$ cat config.mk
export PLATFORM = sky130hd
export DESIGN_NAME = fifo_thr_cfg
export DESIGN_NICKNAME = d
export VERILOG_FILES = /design/src/rtl/thr_cfg_pkg.sv /design/src/rtl/thr_stage_regs.sv /design/src/rtl/thr_commit.sv /design/src/rtl/pf_compare.sv /design/src/rtl/fifo_thr_cfg.sv
export SDC_FILE = /design/constraint.sdc
export NUM_CORES = 1
export LEC_CHECK = 0
export BUFFER_PORTS_ARGS = -buffer_cell sky130_fd_sc_hd__clkbuf_2
export CORE_MARGIN = 8
export CORE_UTILIZATION = 56
export DETAILED_ROUTE_END_ITERATION = 6
export PLACE_DENSITY = 0.91
export SYNTH_ARGS = -nofsm -noshare
export SYNTH_HDL_FRONTEND = slang
export SYNTH_SLANG_ARGS = --single-unit
$ cat constraint.sdc
create_clock -name clk -period 3.8 [get_ports clk]
set_input_delay 0.76 -clock clk [delete_from_list [all_inputs] [get_ports clk]]
set_output_delay 0.76 -clock clk [all_outputs]
set_load 0.005 [all_outputs]
$ cat src/rtl/thr_cfg_pkg.sv
package thr_cfg_pkg;
  localparam int unsigned AW = 6;
  localparam int unsigned DW = 8;
  localparam int unsigned THR_W = 18;

  localparam logic [AW-1:0] A_THR_HI  = 6'h16;
  localparam logic [AW-1:0] A_THR_MID = 6'h17;
  localparam logic [AW-1:0] A_THR_LO  = 6'h18;
  localparam logic [AW-1:0] A_COMMIT  = 6'h3F;

  typedef enum logic [1:0] {
    MODE_SINGLE = 2'b00,
    MODE_DUAL   = 2'b01,
    MODE_CASC   = 2'b10,
    MODE_RSVD   = 2'b11
  } op_mode_e;
endpackage

$ cat src/rtl/thr_stage_regs.sv
module thr_stage_regs
  import thr_cfg_pkg::*;
(
  input  logic             clk,
  input  logic             rst_n,
  input  logic             wr_en,
  input  logic [AW-1:0]    wr_addr,
  input  logic [DW-1:0]    wr_data,
  input  logic [AW-1:0]    rd_addr,
  output logic [DW-1:0]    rd_data,
  output logic [THR_W-1:0] staged
);
  localparam int unsigned HI_W = THR_W - 2*DW;

  logic [HI_W-1:0] hi_q;
  logic [DW-1:0]   mid_q, lo_q;

  always_ff @(posedge clk or negedge rst_n) begin
    if (!rst_n) begin
      hi_q  <= '0;
      mid_q <= '0;
      lo_q  <= '0;
    end else if (wr_en) begin
      case (wr_addr)
        A_THR_HI:  hi_q  <= wr_data[HI_W-1:0];
        A_THR_MID: mid_q <= wr_data;
        A_THR_LO:  lo_q  <= wr_data;
        default: ;
      endcase
    end
  end

  assign staged = {hi_q, mid_q, lo_q};

  always_comb begin
    rd_data = '0;
    case (rd_addr)
      A_THR_HI:  rd_data = {{(DW-HI_W){1'b0}}, hi_q};
      A_THR_MID: rd_data = mid_q;
      A_THR_LO:  rd_data = lo_q;
      default:   rd_data = '0;
    endcase
  end

  // a write to the middle byte lands in the staged value
  p_mid_store_r2: assert property (@(posedge clk) disable iff (!rst_n)
    (wr_en && wr_addr == A_THR_MID) |=> staged[2*DW-1:DW] == $past(wr_data));
  // reserved upper bits of the high register never read as one
  p_rsv_zero_r3: assert property (@(posedge clk) disable iff (!rst_n)
    (rd_addr == A_THR_HI) |-> rd_data[DW-1:HI_W] == '0);
endmodule

$ cat src/rtl/thr_commit.sv
module thr_commit
  import thr_cfg_pkg::*;
#(
  parameter logic [THR_W-1:0] RST_THR = '0
) (
  input  logic             clk,
  input  logic             rst_n,
  input  logic             wr_en,
  input  logic [AW-1:0]    wr_addr,
  input  logic [DW-1:0]    wr_data,
  input  logic [THR_W-1:0] staged,
  output logic [THR_W-1:0] active
);
  logic commit;
  assign commit = wr_en && (wr_addr == A_COMMIT) && (wr_data == '0);

  always_ff @(posedge clk or negedge rst_n) begin
    if (!rst_n) active <= RST_THR;
    else if (commit) active <= staged;
  end

  // active threshold leaves reset at its default
  p_rst_default_r1: assert property (@(posedge clk) disable iff (!rst_n)
    $rose(rst_n) |-> active == RST_THR);
  // a zero write to the commit address takes the staged value
  p_commit_load_r5: assert property (@(posedge clk) disable iff (!rst_n)
    (wr_en && wr_addr == A_COMMIT && wr_data == '0) |=> active == $past(staged));
  // a nonzero write to the commit address changes nothing
  p_nz_ignored_r6: assert property (@(posedge clk) disable iff (!rst_n)
    (wr_en && wr_addr == A_COMMIT && wr_data != '0) |=> $stable(active));
  // without a commit the active copy holds
  p_hold_r4: assert property (@(posedge clk) disable iff (!rst_n)
    !(wr_en && wr_addr == A_COMMIT) |=> $stable(active));
endmodule

$ cat src/rtl/pf_compare.sv
module pf_compare
  import thr_cfg_pkg::*;
#(
  parameter int unsigned FILL_W = 19
) (
  input  logic [FILL_W-1:0] fill_cnt,
  input  logic [THR_W-1:0]  thr,
  input  op_mode_e          mode,
  output logic              pf
);
  logic [FILL_W-1:0] thr_x;
  assign thr_x = FILL_W'(thr);
  assign pf = (mode == MODE_DUAL) && (fill_cnt >= thr_x);
endmodule

$ cat src/rtl/fifo_thr_cfg.sv
module fifo_thr_cfg
  import thr_cfg_pkg::*;
#(
  parameter int unsigned DEPTH  = 262144,
  parameter int unsigned FILL_W = $clog2(DEPTH + 1)
) (
  input  logic              clk,
  input  logic              rst_n,
  input  logic              wr_en,
  input  logic [5:0]        wr_addr,
  input  logic [7:0]        wr_data,
  input  logic [5:0]        rd_addr,
  output logic [7:0]        rd_data,
  input  logic [1:0]        mode,
  input  logic [FILL_W-1:0] fill_cnt,
  output logic              pf_flag
);
  localparam logic [63:0] DEF_WIDE = (64'(DEPTH) * 64'd79) / 64'd80;
  localparam logic [THR_W-1:0] DEF_THR = DEF_WIDE[THR_W-1:0];

  logic [THR_W-1:0] staged, active;
  op_mode_e mode_e;
  assign mode_e = op_mode_e'(mode);

  thr_stage_regs u_stage (
    .clk(clk), .rst_n(rst_n), .wr_en(wr_en), .wr_addr(wr_addr),
    .wr_data(wr_data), .rd_addr(rd_addr), .rd_data(rd_data), .staged(staged)
  );

  thr_commit #(.RST_THR(DEF_THR)) u_commit (
    .clk(clk), .rst_n(rst_n), .wr_en(wr_en), .wr_addr(wr_addr),
    .wr_data(wr_data), .staged(staged), .active(active)
  );

  pf_compare #(.FILL_W(FILL_W)) u_cmp (
    .fill_cnt(fill_cnt), .thr(active), .mode(mode_e), .pf(pf_flag)
  );

  // outside dual-channel mode the flag stays low
  p_pf_mode_r8: assert property (@(posedge clk) disable iff (!rst_n)
    (mode != MODE_DUAL) |-> !pf_flag);
  // in dual-channel mode a full FIFO always raises the flag
  p_pf_full_r7: assert property (@(posedge clk) disable iff (!rst_n)
    (mode == MODE_DUAL && fill_cnt == FILL_W'(DEPTH)) |-> pf_flag);
endmodule

==> impl_metrics.env <==
export IMPL_status="completed"
export IMPL_grt_pass1_vias=1670
export IMPL_cp_end_kind="output port"
export IMPL_final_common_cell="clkbuf_2"
export IMPL_fillers=281
export IMPL_num_rows=22
export IMPL_fin_nets=303
export IMPL_layout_common_cells="clkbuf_2, nand2_1, dfrtp_1"
export IMPL_avgSynthCellArea_um2=11.0
export IMPL_post_route_util_pct=66.6
export IMPL_clockRootBuffer="clkbuf_4"
export IMPL_max_stage_delay_ns=0.52
export IMPL_drc=0
export IMPL_synthFlopType="dfrtp_1"
export IMPL_crit_type="reg2out"
export IMPL_setup_ws_ns=0.803
export IMPL_critical_path_top_delay_family="compound AO/OA/AOI/OAI gates"
export IMPL_num_io_pins=53
export IMPL_synth_seq_cells=36
export IMPL_cp_max_fo=2
export IMPL_cts_resized=0
export IMPL_required_ns=3.04
export IMPL_dieArea_um2=5810
export IMPL_synth_fp_nets=247
export IMPL_ys_seq_area_share_pct=45.0
export IMPL_critPathLaunchType="flip-flop"
export IMPL_fp_dieW_um=76.3
export IMPL_antenna_left=0
export IMPL_area_delta_synth_final_pct=17.2
export IMPL_initial_core_util_pct=56.8
export IMPL_vias=1586
export IMPL_routed_via_density=5.47
export IMPL_synth_top_cells_by_area="dfrtp_1, dfstp_2, ha_1"
export IMPL_postCtsHoldBufs=0
export IMPL_yosys_area_top_type="dfrtp_1"
export IMPL_drv_cap=0
export IMPL_yosysWarnings=0
export IMPL_numPortBuffers=52
export IMPL_cts_tree="yes"
export IMPL_worstMarginPinSlew_ns=0.904
export IMPL_syn_inst=185
export IMPL_post_route_period_util_pct=78.9
export IMPL_grt_overflow=0
export IMPL_relSlewSlack_pct=39.3
export IMPL_power_total_uw=729
export IMPL_pre_cts_ws_ns=0.878
export IMPL_fin_worst_skew_ns=0.00784
export IMPL_ir_drop_mv=0.198
export IMPL_clockBufferDepth=2
export IMPL_die_y_um=76.3
export IMPL_hp_class="in2async"
export IMPL_worstPathCellList="inv_1 -> ha_1 -> and4_1 -> o21ai_0 -> o221ai_1 -> nand3_1 -> a311oi_1 -> clkbuf_2"
export IMPL_min_period_ns=3.00
export IMPL_num_antenna_cells=0
export IMPL_gp_congestion=0.804
export IMPL_synth_top_cell_area_share_pct=29.5
export IMPL_cp_slowest_cell="dfstp_2"
export IMPL_grt_pass1_wl_mm=7.60
export IMPL_dp_cells=282
export IMPL_grt_max_degree=37
export IMPL_final_area_um2=2380
export IMPL_hold_violations=0
export IMPL_pwr_density_cell_nw_per_um2=306
export IMPL_cp_arrival_ns=2.24
export IMPL_post_cts_buffers=0
export IMPL_clkSlewWorstSetupHoldPaths_ns=0.10
export IMPL_cts_htree_levels=2
export IMPL_cp_num_buf_inv=2
export IMPL_cts_sinks=36
export IMPL_rsz0062_at_grt="false"
export IMPL_fmax_mhz=334
export IMPL_wirelength_mm=4.48
export IMPL_postPlaceCellArea_um2=2320
export IMPL_dp_hpwl_mm=3.57
export IMPL_hold_worst_slack_ns=0.498
export IMPL_gr_usage_all_layers_pct=16.1
export IMPL_first_pass_iters=4
export IMPL_syn_area_um2=2030
export IMPL_synth_edf_count=0
export IMPL_cts_buffers=5
export IMPL_r2r_slack_ns=2.92
export IMPL_final_setup_viol_count=0
export IMPL_fp_coreArea_um2=3580
export IMPL_setup_tns_ns=0
export IMPL_ys_types=34
export IMPL_async_reset_ff_share_pct=100
export IMPL_fin_cells=290
export IMPL_grt_antenna_before_repair=0
export IMPL_wire_per_inst_um=15.4
export IMPL_report_final_slew_viol_count=0
export IMPL_p_leak_nw=1.25
export IMPL_dr_first_iter_drc_count=70
export IMPL_drive_gt1_share_pct=43.8
export IMPL_insertion_delay_ns=0.35
[metal layers]
metal | vias up | GRT usage (%) | share of wire (%)
met5 | - | 0 | 0
met4 | 0 | 6.73 | 1.9
met3 | 11 | 6.37 | 6.0
met2 | 45 | 27.6 | 49
met1 | 756 | 17.1 | 43
li1 | 774 | - | -
[cells in the mapped netlist, types with 2 or more instances]
master,n
nand3_1,3
nand4_1,2
nor4_1,2
buf_6,3
dfstp_2,12
mux2i_1,2
mux2_2,18
or4_1,2
a22o_1,6
ha_1,18
inv_1,19
a21oi_1,8
o21ai_0,9
dfrtp_1,24
o21ai_2,13
nand2_1,26
[state kept, by name, indices dropped and copies added, names as in the netlist]
name,cells
u_stage.hi_q,2
u_stage.lo_q,8
u_stage.mid_q,8
u_commit.active,18
[area by class of cell]
cell class / instances / area [um^2] / area share, %
clock buffer: 8 / 58.8 / 2.47
timing repair buffer: 53 / 268 / 11.2
sequential: 36 / 916 / 38.4
inverter: 19 / 71.3 / 2.99
tap: 48 / 60.1 / 2.52
multi-input combinational: 126 / 1010 / 42.3
[worst register-to-register path: stages, from the launching register on]
cell and delay (ns):
dfstp_2 0.53, inv_1 0.06, o21ai_0 0.21
[kinds of logic after synthesis]
family	count (synthesis)	share of synthesized area, %
buffers and inverters	23	5.35
adder cells (fa/ha/maj)	18	11.1
multiplexers	21	11.7
flip-flops	36	45.0
AO/OA/AOI/OAI	40	14.0
AND/OR/NAND/NOR	47	12.8
[where the power goes]
part           total [mW]  switching, mW  internal, mW
Clock               0.213          0.122        0.0912
Combinational      0.0834         0.0374        0.0461
Sequential          0.433         0.0231         0.410
[worst paths after layout]
check | cells past startpoint | from | end
min in group clk | 2 | u_commit.active[9] | u_commit.active[9]
worst min-delay path | 1 | rst_n | u_stage.mid_q[1]
worst max register to register | 2 | u_commit.active[17] | u_commit.active[17]
max in group asynchronous | 1 | rst_n | u_stage.mid_q[4]
worst min register to register | 2 | u_commit.active[9] | u_commit.active[9]
worst max-delay path | 8 | u_commit.active[5] | pf_flag
Note: power is estimated with default switching activity, not from simulation.
